## config.mk

```make
export PLATFORM = sky130hd
export DESIGN_NAME = rstline_seq
export DESIGN_NICKNAME = d
export VERILOG_FILES = /design/src/rtl/rstline_pkg.sv /design/src/rtl/rstline_sync.sv /design/src/rtl/rstline_ctr.sv /design/src/rtl/rstline_cfg_latch.sv /design/src/rtl/rstline_seq.sv
export SDC_FILE = /design/constraint.sdc
export NUM_CORES = 1
export LEC_CHECK = 0
export BUFFER_PORTS_ARGS = -buffer_cell sky130_fd_sc_hd__buf_4
export CAP_MARGIN = 20
export CORE_UTILIZATION = 51
export DETAILED_ROUTE_END_ITERATION = 8
export PLACE_DENSITY = 0.89
export SETUP_SLACK_MARGIN = 0.5
export SLEW_MARGIN = 20
export SYNTH_ARGS = -nofsm -noshare
export SYNTH_HDL_FRONTEND = slang
export SYNTH_SLANG_ARGS = --single-unit
```

## constraint.sdc

```tcl
create_clock -name clk -period 3.45 [get_ports clk]
set_input_delay 0.1725 -clock clk [delete_from_list [all_inputs] [get_ports clk]]
set_output_delay 0.1725 -clock clk [all_outputs]
set_load 0.02 [all_outputs]
```

## src/rtl/rstline_pkg.sv

```systemverilog
package rstline_pkg;

    typedef enum logic [2:0] {
        ST_LOCK_WAIT = 3'd0,
        ST_DRIVE     = 3'd1,
        ST_SETTLE    = 3'd2,
        ST_RETRY     = 3'd3,
        ST_RUN       = 3'd4
    } seq_state_e;

    function automatic int unsigned max3(input int unsigned a, input int unsigned b,
                                         input int unsigned c);
        int unsigned m;
        m = (a > b) ? a : b;
        return (m > c) ? m : c;
    endfunction

endpackage

```

## src/rtl/rstline_sync.sv

```systemverilog
module rstline_sync #(
    parameter int STAGES = 2
) (
    input  logic clk,
    input  logic rst_n,
    input  logic d,
    output logic q
);
    logic [STAGES-1:0] sh;

    generate
        if (STAGES == 1) begin : g_one
            always_ff @(posedge clk or negedge rst_n) begin
                if (!rst_n) sh <= '0;
                else        sh <= d;
            end
        end else begin : g_many
            always_ff @(posedge clk or negedge rst_n) begin
                if (!rst_n) sh <= '0;
                else        sh <= {sh[STAGES-2:0], d};
            end
        end
    endgenerate

    assign q = sh[STAGES-1];
endmodule

```

## src/rtl/rstline_ctr.sv

```systemverilog
module rstline_ctr #(
    parameter int W = 10
) (
    input  logic         clk,
    input  logic         rst_n,
    input  logic         clr,
    input  logic [W-1:0] limit,
    output logic         done
);
    logic [W-1:0] cnt;

    always_ff @(posedge clk or negedge rst_n) begin
        if (!rst_n)   cnt <= '0;
        else if (clr) cnt <= '0;
        else          cnt <= cnt + 1'b1;
    end

    assign done = (cnt == limit - 1'b1);
endmodule

```

## src/rtl/rstline_cfg_latch.sv

```systemverilog
module rstline_cfg_latch #(
    parameter int DW = 18
) (
    input  logic          clk,
    input  logic          rst_n,
    input  logic          load,
    input  logic [DW-1:0] d,
    output logic [DW-1:0] q
);
    always_ff @(posedge clk or negedge rst_n) begin
        if (!rst_n)    q <= '0;
        else if (load) q <= d;
    end
endmodule

```

## src/rtl/rstline_seq.sv

```systemverilog
module rstline_seq
    import rstline_pkg::*;
#(
    parameter int ASSERT_CYC  = 512,
    parameter int SETTLE_CYC  = 10,
    parameter int RETRY_CYC   = 180,
    parameter int CFG_W       = 16,
    parameter int SYNC_STAGES = 2
) (
    input  logic             clk,
    input  logic             por_n,
    input  logic             soft_rst_req,
    input  logic             pll_lock,
    input  logic             ext_clk_mode,
    input  logic             cfg_berr_in,
    input  logic             cfg_bkpt_in,
    input  logic [CFG_W-1:0] cfg_data_in,
    input  logic             pad_in,
    output logic             pad_drive_low,
    output logic             cfg_berr_q,
    output logic             cfg_bkpt_q,
    output logic [CFG_W-1:0] cfg_data_q,
    output logic             mod_rst,
    output logic             bus_release
);
    localparam int unsigned MAXC  = max3(ASSERT_CYC, SETTLE_CYC, RETRY_CYC);
    localparam int          CW    = $clog2(MAXC + 1);
    localparam int          LW    = CFG_W + 2;
    localparam logic [CW-1:0] LIM_DRIVE  = CW'(ASSERT_CYC);
    localparam logic [CW-1:0] LIM_SETTLE = CW'(SETTLE_CYC);
    localparam logic [CW-1:0] LIM_RETRY  = CW'(RETRY_CYC);
    localparam int MIN_MOD_RST = 4;

    seq_state_e      state, nxt;
    logic            pad_sync;
    logic            ivl_done;
    logic            ivl_clr;
    logic [CW-1:0]   ivl_limit;
    logic            restart;
    logic            load_cfg;
    logic [LW-1:0]   cfg_bus;

    rstline_sync #(.STAGES(SYNC_STAGES)) u_sync (
        .clk   (clk),
        .rst_n (por_n),
        .d     (pad_in),
        .q     (pad_sync)
    );

    rstline_ctr #(.W(CW)) u_ctr (
        .clk   (clk),
        .rst_n (por_n),
        .clr   (ivl_clr),
        .limit (ivl_limit),
        .done  (ivl_done)
    );

    rstline_cfg_latch #(.DW(LW)) u_cfg (
        .clk   (clk),
        .rst_n (por_n),
        .load  (load_cfg),
        .d     ({cfg_berr_in, cfg_bkpt_in, cfg_data_in}),
        .q     (cfg_bus)
    );

    assign cfg_berr_q = cfg_bus[LW-1];
    assign cfg_bkpt_q = cfg_bus[LW-2];
    assign cfg_data_q = cfg_bus[CFG_W-1:0];

    assign restart = soft_rst_req && (state != ST_LOCK_WAIT);

    // next state
    always_comb begin
        nxt = state;
        unique case (state)
            ST_LOCK_WAIT: if (pll_lock || ext_clk_mode) nxt = ST_DRIVE;
            ST_DRIVE:     if (ivl_done) nxt = ST_SETTLE;
            ST_SETTLE:    if (ivl_done) nxt = pad_sync ? ST_RUN : ST_RETRY;
            ST_RETRY:     if (ivl_done) nxt = pad_sync ? ST_RUN : ST_DRIVE;
            ST_RUN:       if (!pad_sync) nxt = ST_DRIVE;
            default:      nxt = ST_LOCK_WAIT;
        endcase
        if (restart) nxt = ST_DRIVE;
    end

    always_ff @(posedge clk or negedge por_n) begin
        if (!por_n) state <= ST_LOCK_WAIT;
        else        state <= nxt;
    end

    // outputs and interval control
    always_comb begin
        pad_drive_low = 1'b0;
        mod_rst       = 1'b1;
        bus_release   = 1'b0;
        ivl_limit     = LIM_DRIVE;
        unique case (state)
            ST_LOCK_WAIT: pad_drive_low = 1'b1;
            ST_DRIVE:     pad_drive_low = 1'b1;
            ST_SETTLE:    ivl_limit = LIM_SETTLE;
            ST_RETRY:     ivl_limit = LIM_RETRY;
            ST_RUN: begin
                mod_rst     = 1'b0;
                bus_release = 1'b1;
            end
            default: pad_drive_low = 1'b1;
        endcase
        ivl_clr  = restart || (nxt != state) ||
                   (state == ST_LOCK_WAIT) || (state == ST_RUN);
        load_cfg = (state == ST_DRIVE) && (nxt == ST_SETTLE);
    end

    // ---------------- assertion support and properties ----------------
    logic [CW-1:0] asr_len;
    logic [3:0]    mrst_len;

    always_ff @(posedge clk or negedge por_n) begin
        if (!por_n) begin
            asr_len  <= '0;
            mrst_len <= '0;
        end else begin
            asr_len  <= (state == ST_DRIVE && !soft_rst_req) ? asr_len + 1'b1 : '0;
            if (!mod_rst)             mrst_len <= '0;
            else if (mrst_len != 4'hF) mrst_len <= mrst_len + 1'b1;
        end
    end

    p_lock_hold_r1: assert property (@(posedge clk) disable iff (!por_n)
        (state == ST_LOCK_WAIT && !pll_lock && !ext_clk_mode) |=> state == ST_LOCK_WAIT);

    p_extclk_skip_r2: assert property (@(posedge clk) disable iff (!por_n)
        (state == ST_LOCK_WAIT && ext_clk_mode) |=> pad_drive_low && state == ST_DRIVE);

    p_drive_len_r3: assert property (@(posedge clk) disable iff (!por_n)
        $fell(pad_drive_low) |-> asr_len == CW'(ASSERT_CYC));

    p_cfg_hold_r4: assert property (@(posedge clk) disable iff (!por_n)
        !$fell(pad_drive_low) |-> $stable(cfg_bus));

    p_run_high_r5: assert property (@(posedge clk) disable iff (!por_n)
        $rose(bus_release) |-> $past(pad_sync));

    p_retry_low_r7: assert property (@(posedge clk) disable iff (!por_n)
        (state == ST_RETRY && ivl_done && !pad_sync) |=> pad_drive_low);

    p_req_restart_r8: assert property (@(posedge clk) disable iff (!por_n)
        restart |=> pad_drive_low && !bus_release);

    p_ext_pull_r9: assert property (@(posedge clk) disable iff (!por_n)
        (state == ST_RUN && !pad_sync && !soft_rst_req) |=> pad_drive_low);

    p_bus_held_r10: assert property (@(posedge clk) disable iff (!por_n)
        pad_drive_low |-> (!bus_release && mod_rst));

    p_modrst_min_r10: assert property (@(posedge clk) disable iff (!por_n)
        $fell(mod_rst) |-> mrst_len >= 4'(MIN_MOD_RST));

endmodule

```

==> run metrics, run 1 <==
io pins=45; CP Launch Type=flop; sequential share of power=0.532; Yosys reg bits=33; wire length of the first global-routing pass=5692 µm; Multi-input gate area=768.2 µm²; worst r2r src=state[2]; root buffer cell=clkbuf_4; Relative slew margins=0.4556; crit path max fanout=9; Avg Cell Area, Syn=12.83 µm²; dpl hpwl=2561 µm; leakage=1.051 nW; most common cell after layout, fill and taps aside=buf_4; Reg2Reg Setup Slack=0.62 ns; TritonCTS clock tree=built; Vias=1192; Ant. Diodes=0; register area share after synthesis=0.5069; drt pass-1 iters=4; clk_lat worst skew=0.33 ns; ranking of synthesized cells by area=dfrtp_1, mux2_4, mux2_2, xor2_1, ha_1; asr flop ratio synth=1.000; FF+latch area=827.0 µm²; Required @ worst endpoint=3.68 ns; Tmin final=2.825 ns; drt initial violations=83; area of the core=3053 µm²; global-route usage over all layers=0.2246; starting density of the core=0.5336; initial antenna violation count=0; Gate Count Post-Synth=127; part of the cycle the worst path needs=0.8189; Pwr Density=353.5 nW/µm²; Setup CP Type=reg -> reg; Site Rows=20; Synth Flop Type=dfrtp_1; H-tree Lvls=2; area grow syn2layout=29.88%; Switching Fraction=0.2131; Setup crit end kind=flop; Port-buffer cells=44; Max clock buf depth=2; synth warn=0; worst vdd ir=0.2679 mV; DRC viols=0; skew final=0.008266 ns; final setup fails=0; Max Clock Freq=354.0 MHz; Final Hold Violating Endpoints=0; clk slew on worst S/H paths=0.10 ns; r2r endpoint=state[1]; total congestion overflow=0; Synthesized Nets=156; RSZ-0062 raised after global routing=false; combinational fraction of design power=0.064; hold endpoint=u_cfg.q[1]; fillcell total=239; largest net degree at the start of global routing=34; vias in the first global route=1219; switching power=0.1594 mW; gp weighted congestion=0.8651; synthesized cell area=1629 µm²; share of the synthesized area in the top cell type=0.5069; setup TNS=0 ns; Distinct cells, synth=35; Layout Nets=208; Final ANT Viol Nets=0; die area=3424 µm²; Final Slew Violations=0; Clock Sinks=33; WHS Path Cells=2; share of post-route cells with drive strength above 1=0.4556; arrival time worst endpoint=3.06 ns; clock group share of total power=0.404; WL per Instance=15.72 µm; R2R cell count=8; DIE WIDTH=58.52 µm; Synth area leader=dfrtp_1; worst slew pin tran=0.8117 ns; status=complete, no violations; Pwr Total=0.7480 mW; WL final=3521 µm; Hold Crit Class=in -> reg; final core utilization=0.6930; CTS buffer count=5; Via density=5.321; Hold Crit Start=cfg_data_in[1]; most frequent cells in the layout=buf_4, dfrtp_1, nor2_1; DIE HEIGHT=58.52 µm; Post-synth EDFFs=0; internal power=0.5886 mW; total of max-cap violations=0
-- metal layers --
layer / part of all wire / vias to the layer above / track usage / routed length [µm]
li1: - / 557 / - / -
met1: 0.43 / 580 / 0.2808 / 1502
met2: 0.51 / 47 / 0.3793 / 1779
met3: 0.047 / 8 / 0.05495 / 164
met4: 0.021 / 0 / 0.08163 / 74
met5: 0 / - / 0 / 0
-- power groups by stage --
| stage | Sequential, mW | Combinational [mW] | Clock [mW] |
|---|---|---|---|
| detailed placement | 0.405 | 0.0463 | 0 |
| CTS | 0.398 | 0.0483 | 0.310 |
| global placement | 0.405 | 0.0425 | 0 |
| global route | 0.399 | 0.0522 | 0.327 |
| floorplan | 0.403 | 0.0147 | 0 |
| finish | 0.398 | 0.0476 | 0.302 |
-- cell families (layout without fill, tap and decap cells) --
kind of cell               after synthesis  after routing  synth area share
and+or+nand+nor                         43             43            0.1621
DFF                                     33             33            0.5069
muxes                                   19             19            0.1513
xor gates and xnor gates                12             12           0.06913
AOI/OAI and AO/OA                        8              8           0.04685
buffers and inverters                    7             60           0.02535
adders and majority gates                5              5           0.03840
-- cells in the mapped netlist (2+ instances only) --
| cell type | instances |
|---|---|
| dfrtp_1 | 33 |
| nand3_1 | 3 |
| xnor2_1 | 3 |
| nor3_1 | 4 |
| nand4_1 | 3 |
| and3_1 | 2 |
| xor2_1 | 8 |
| inv_1 | 5 |
| buf_6 | 2 |
| ha_1 | 5 |
| mux2_4 | 9 |
| mux2_2 | 9 |
| nor2_1 | 15 |
| nand2_1 | 4 |
| a21oi_1 | 2 |
-- worst max-delay path, cell delays in order (launching register included) --
cell and delay [ns]:
dfrtp_2 0.49, and2b_2 0.26, and2_1 0.15, inv_1 0.08, ha_1 0.26, nor3_1 0.20, mux2i_1 0.27, or4_2 0.75
a31o_2 0.27
-- how the worst max path moves through the flow --
stage | cells past startpoint | endpoint | startpoint | slack [ns]
after global routing | 8 | u_ctr.cnt[2] | state[2] | 0.54
after global placement | 9 | u_cfg.q[9] | state[2] | 0.71
after floorplan | 10 | u_cfg.q[0] | state[2] | 0.70
after detailed placement | 9 | u_cfg.q[8] | state[2] | 0.53
final | 8 | state[1] | state[2] | 0.62
after CTS | 9 | u_cfg.q[8] | state[2] | 0.50
-- cell type report --
type	count	share of cell area
flip-flops and latches	33	0.3909
multi-input cells	87	0.3631
repair buffers	47	0.1709
clock buffers	7	0.02602
clock inverters	1	0.01419
well taps	44	0.02602
inverters	5	0.008870
-- sequential cells by signal, indices dropped and copies added (netlist names) --
signal,flops
u_cfg.q,18
state,3
u_ctr.cnt,10
u_sync.sh,2
-- metrics by stage --
step / instance area, µm² / hold slack [ns] / worst slack (ns) / std cells
global placement: 1999 / 0.1215 / 0.7117 / 214
CTS: 2105 / 0.04920 / 0.5010 / 224
finish: 2116 / 0.06319 / 0.6250 / 224
detailed placement: 1999 / 0.1378 / 0.5314 / 214
floorplan: 1629 / -0.1231 / 0.6998 / 127
global route: 2116 / 0.04703 / 0.5414 / 224
-- repair_timing --
| item | in CTS | in global routing |
|---|---|---|
| endpoints found under the hold margin | 34 | 0 |
| resized for setup | 0 | 3 |
| setup buffers | 0 | 0 |
| hold buffers | 2 | 0 |
| endpoints found under the setup margin | 0 | 29 |
Note: power is estimated with default switching activity, not from simulation.
==> run 2: changes to the inputs <==
Settings changed: CORE_UTILIZATION 51 to 46, PLACE_DENSITY 0.89 to 0.85.
Clock period 3.45 ns to 2.58 ns, I/O delays scaled along.
==> run 2 against run 1 <==
  * Highest routed layer unchanged
  * Flip-flop and latch count is the same
  * Clock power up 42%
  * Global-route usage increased by 1.1 points
==> run metrics, run 2 (synthesized netlist as in run 1, its figures left out) <==
most frequent cells in the layout=buf_4, dfrtp_1, nor2_1; R2R cell count=10 (+2); worst slew pin tran=0.4243 ns (-0.3873 ns); area of the core=3363 µm² (+10%); DIE WIDTH=61.51 µm (+5.1%); r2r endpoint=u_cfg.q[9]; most common cell after layout, fill and taps aside=buf_4; hold endpoint=u_cfg.q[5]; worst vdd ir=0.3849 mV (+44%); DIE HEIGHT=61.51 µm (+5.1%); Via density=5.470 (+2.8%); Port-buffer cells=44 (unchanged); skew final=0.01163 ns (+0.003368 ns); DRC viols=0 (unchanged); WHS Path Cells=2 (unchanged); Max clock buf depth=2 (unchanged); wire length of the first global-routing pass=6099 µm (+7.2%); share of post-route cells with drive strength above 1=0.5268 (+0.07127); Setup crit end kind=flop; initial antenna violation count=0 (unchanged); WL final=5256 µm (+49%); post-route cell area=2521 µm² (+19%); Placed Cells incl. Taps=221 (+3.3%); part of the cycle the worst path needs=0.9925 (+0.1736); CP Launch Type=flop; post-route insts no fill=251 (+12%); dpl hpwl=2610 µm (+1.9%); Reg2Reg Setup Slack=0.02 ns (-0.61 ns); FF+latch area=825.8 µm² (-0.15%); DP Area=2098 µm² (+4.9%); Required @ worst endpoint=2.81 ns (-0.87 ns); starting density of the core=0.4844 (-0.04923); max FFs per register=18 (unchanged); drt initial violations=111 (+34%); Layout Nets=233 (+12%); CTS buffer count=5 (unchanged); arrival time worst endpoint=2.79 ns (-0.27 ns); Clock Sinks=33 (unchanged); TritonCTS clock tree=built; Site Rows=21 (+5.0%); crit path max fanout=5 (-4); clk_lat worst skew=0.34 ns (about the same); Final Hold Violating Endpoints=0 (unchanged); Pwr Density=418.6 nW/µm² (+18%); RSZ-0062 raised after global routing=true; vias in the first global route=1245 (+2.1%); Relative slew margins=0.7171 (+0.2615); clk slew on worst S/H paths=0.12 ns (+0.02 ns); io pins=45 (unchanged); Hold Crit Start=cfg_data_in[5]; Pwr Total=1.055 mW (+41%); leakage=1.232 nW (+17%); Hold Crit Class=in -> reg; largest net degree at the start of global routing=34 (unchanged); root buffer cell=clkbuf_4; Final Slew Violations=0 (unchanged); final core utilization=0.7496 (+0.05659); Top reg by flops=u_cfg.q; WL per Instance=20.94 µm (+33%); global-route usage over all layers=0.2351 (+0.01050); gp weighted congestion=0.8283 (-4.3%); drt pass-1 iters=4 (unchanged); die area=3783 µm² (+10%); final setup fails=0 (unchanged); hold slack=0.02225 ns (-0.04094 ns); Ant. Diodes=0 (unchanged); status=complete, no violations; Max Clock Freq=390.5 MHz (+10%); Setup CP Type=reg -> reg; area grow syn2layout=54.76%; Multi-input gate area=890.9 µm² (+16%); Tmin final=2.561 ns (-0.2645 ns); Vias=1373 (+15%); total of max-cap violations=0 (unchanged); Final ANT Viol Nets=0 (unchanged); total congestion overflow=0 (unchanged); top flop regs=u_cfg.q (18), u_ctr.cnt (10), state (3); H-tree Lvls=2 (unchanged); fillcell total=228 (-4.6%); worst r2r src=state[2]
## run 2: what timing repair did
item | CTS | global route
cloned | 0 | 4
endpoints found under the setup margin | 31 | 31
pin swaps | 3 | 6
buffers inserted | 2 | 4
hold endpoints to repair | 42 | 2
gates resized for setup | 4 | 17
hold buffers | 10 | 2
## run 2: power by group
group	switching [mW]	internal, mW
clock network	0.199	0.230
logic	0.0411	0.0515
registers	0.0114	0.522
total	0.251	0.804
## run 2: how the worst max path moves through the flow
stage                  start          to  slack (ns)  cells past startpoint
global route        state[2]  u_cfg.q[6]       -0.01                     10
finish              state[2]  u_cfg.q[9]        0.02                     10
CTS                 state[2]  u_cfg.q[9]        0.05                      9
global placement    state[1]    state[1]        0.13                      8
floorplan           state[2]  u_cfg.q[0]       -0.14                     10
detailed placement  state[2]  u_cfg.q[9]       -0.01                      9
## run 2: critical path: stages, from the launching register on
cell and delay (ns):
dfrtp_1 0.39, and2b_2 0.26, and2_4 0.18, inv_4 0.05
ha_4 0.17, nor3_2 0.25, mux2i_4 0.18, nor4_4 0.30
buf_6 0.20, buf_12 0.13, mux2_2 0.34
## run 2: metal layers
layer,part of all wire,track usage
met3,0.045,0.06513
met4,0.028,0.1111
met1,0.37,0.2763
met2,0.56,0.3978
met5,0,0
## run 2: cell type report
cell class | instances | share of cell area
clock inverter | 2 | 0.01489
sequential | 33 | 0.3275
clock buffer | 6 | 0.02035
multi-input combinational | 87 | 0.3533
timing repair buffer | 72 | 0.2526
inverter | 5 | 0.008437
tap | 46 | 0.02283
## run 2: through the flow
step / setup TNS, ns / setup WS (ns)
floorplan: -1.286 / -0.1429
global placement: 0 / 0.1253
detailed placement: -0.01033 / -0.01033
CTS: 0 / 0.04536
global route: -0.02583 / -0.01182
finish: 0 / 0.01944
==> run 3: changes to the inputs <==
Settings changed: CELL_PAD_IN_SITES_DETAIL_PLACEMENT set to 1, CELL_PAD_IN_SITES_GLOBAL_PLACEMENT set to 1, CORE_UTILIZATION 46 to 36.
==> run 3 against run 2 <==
  * Utilization shrank 19 points
  * Register-to-register slack improved by 0.04 ns
  * Critical path type unchanged
  * Hold slack improved by 0.039 ns
  * Maximum frequency rose by 1.7%
  * Non-clock buffer count down 9
  * Largest power group unchanged
==> run metrics, run 3 (synthesized netlist as in run 1, its figures left out) <==
Setup crit end kind=flop; part of the cycle the worst path needs=0.9757 (-0.01682); pre-CTS WS=0.001553 ns (+0.01188 ns); share of post-route cells with drive strength above 1=0.5561 (+0.02929); Max Clock Freq=397.3 MHz (+1.7%); area grow syn2layout=50.15%; Via density=5.085 (-7.0%); clk slew on worst S/H paths=0.08 ns (-0.04 ns); top flop regs=u_cfg.q (18), u_ctr.cnt (10), state (3); most frequent cells in the layout=buf_4, dfrtp_1, nor2_1; WL final=4672 µm (-11%); Port-buffer cells=44 (unchanged); CTS buffer count=5 (unchanged); global-route usage over all layers=0.1979 (-0.03726); io pins=45 (unchanged); vias in the first global route=1348 (+8.3%); Top reg by flops=u_cfg.q; gp weighted congestion=0.7558 (-8.8%); Final Hold Violating Endpoints=0 (unchanged); total of max-cap violations=0 (unchanged); total congestion overflow=0 (unchanged); Pwr Density=458.0 nW/µm² (+9.4%); Hold Crit Class=in -> reg; Relative slew margins=0.7144 (-0.002751); RSZ-0062 raised after global routing=true; dpl hpwl=2922 µm (+12%); Pwr Total=1.120 mW (+6.1%); CP Launch Type=flop; wire length of the first global-routing pass=7217 µm (+18%); root buffer cell=clkbuf_8; drt pass-1 iters=4 (unchanged); largest net degree at the start of global routing=34 (unchanged); clk_lat worst skew=0.30 ns (-0.04 ns); Multi-input gate area=895.9 µm² (+0.56%); DIE HEIGHT=69.27 µm (+13%); Clock Sinks=33 (unchanged); fillcell total=447 (+96%); Final ANT Viol Nets=0 (unchanged); Max clock buf depth=2 (unchanged); Final Slew Violations=0 (unchanged); final setup fails=0 (unchanged); Required @ worst endpoint=2.77 ns (-0.04 ns); Layout Nets=224 (-3.9%); crit path max fanout=3 (-2); H-tree Lvls=2 (unchanged); WL per Instance=18.84 µm (-10%); Ant. Diodes=0 (unchanged); Setup CP Type=reg -> reg; initial antenna violation count=0 (unchanged); starting density of the core=0.3741 (-0.1102); Site Rows=24 (+14%); drt initial violations=56 (-50%); TritonCTS clock tree=built; die area=4798 µm² (+27%); DIE WIDTH=69.27 µm (+13%); setup ws final=0.06282 ns (+0.04339 ns); Vias=1261 (-8.2%); skew final=0.006752 ns (-0.004883 ns); worst vdd ir=0.3365 mV (-13%); area of the core=4354 µm² (+29%); setup TNS=0 ns (unchanged); arrival time worst endpoint=2.70 ns (-0.09 ns); Tmin final=2.517 ns (-0.04339 ns); Placed Cells incl. Taps=227 (+2.7%); post-route insts no fill=248 (-1.2%); max FFs per register=18 (unchanged); worst slew pin tran=0.4285 ns (+0.004127 ns); DRC viols=0 (unchanged); leakage=1.194 nW (-3.1%); status=complete, no violations; FF+latch area=825.8 µm² (unchanged); most common cell after layout, fill and taps aside=buf_4
## run 3: metrics by stage
stage          hold WS, ns  cell area, µm²    util
2_1_floorplan      -0.1666            1675       -
3_3_place_gp       0.08140            2106  0.4836
3_5_place_dp       0.09394            2106  0.4836
4_1_cts            0.05069            2327  0.5345
5_1_grt            0.05018            2446  0.5618
6_report           0.06171            2446  0.5618
## run 3: layout make-up
class                   count  share of cell area
clock buffers               5             0.02813
clock inverters             3             0.01893
inverters                   5            0.008696
multi-input cells          87              0.3662
flip-flops and latches     33              0.3376
well taps                  52             0.02660
repair buffers             63              0.2138
## run 3: path summary, 6_finish.rpt
kind	slack, ns	startpoint	cells past startpoint	endpoint
worst max-delay path	0.06	state[2]	9	state[1]
worst min-delay path	0.06	cfg_berr_in	2	u_cfg.q[17]
worst max register to register	0.06	state[2]	9	state[1]
worst min register to register	0.38	u_sync.sh[0]	0	u_sync.sh[1]
max in group asynchronous	1.91	por_n	2	u_ctr.cnt[9]
min in group asynchronous	0.35	por_n	2	u_cfg.q[13]
## run 3: worst max-delay path, cell delays in order, from the launching register on
cell	delay, ns
dfrtp_1	0.39
and2b_2	0.24
and2_4	0.16
inv_4	0.05
ha_4	0.17
nor4b_4	0.40
xnor2_4	0.13
buf_4	0.15
or4_4	0.50
a31o_2	0.22
## run 3: per-layer routing
layer	wire, µm	vias to the layer above	track usage
met1	1789	635	0.2305
met3	171	11	0.05523
met2	2566	30	0.3398
met4	144	0	0.08390
li1	-	585	-
met5	0	-	0
## run 3: repair_timing
item | CTS | global route
endpoints found under the hold margin | 34 | 0
pin swaps | 4 | 5
resized for setup | 11 | 8
setup buffers | 2 | 7
hold buffers | 2 | 0
gates cloned | 1 | 1
endpoints found under the setup margin | 31 | 31
## run 3: where the power goes
part | internal, mW | total [mW] | switching [mW]
registers | 0.522 | 0.534 | 0.0121
clock network | 0.289 | 0.504 | 0.215
logic | 0.0447 | 0.0816 | 0.0369
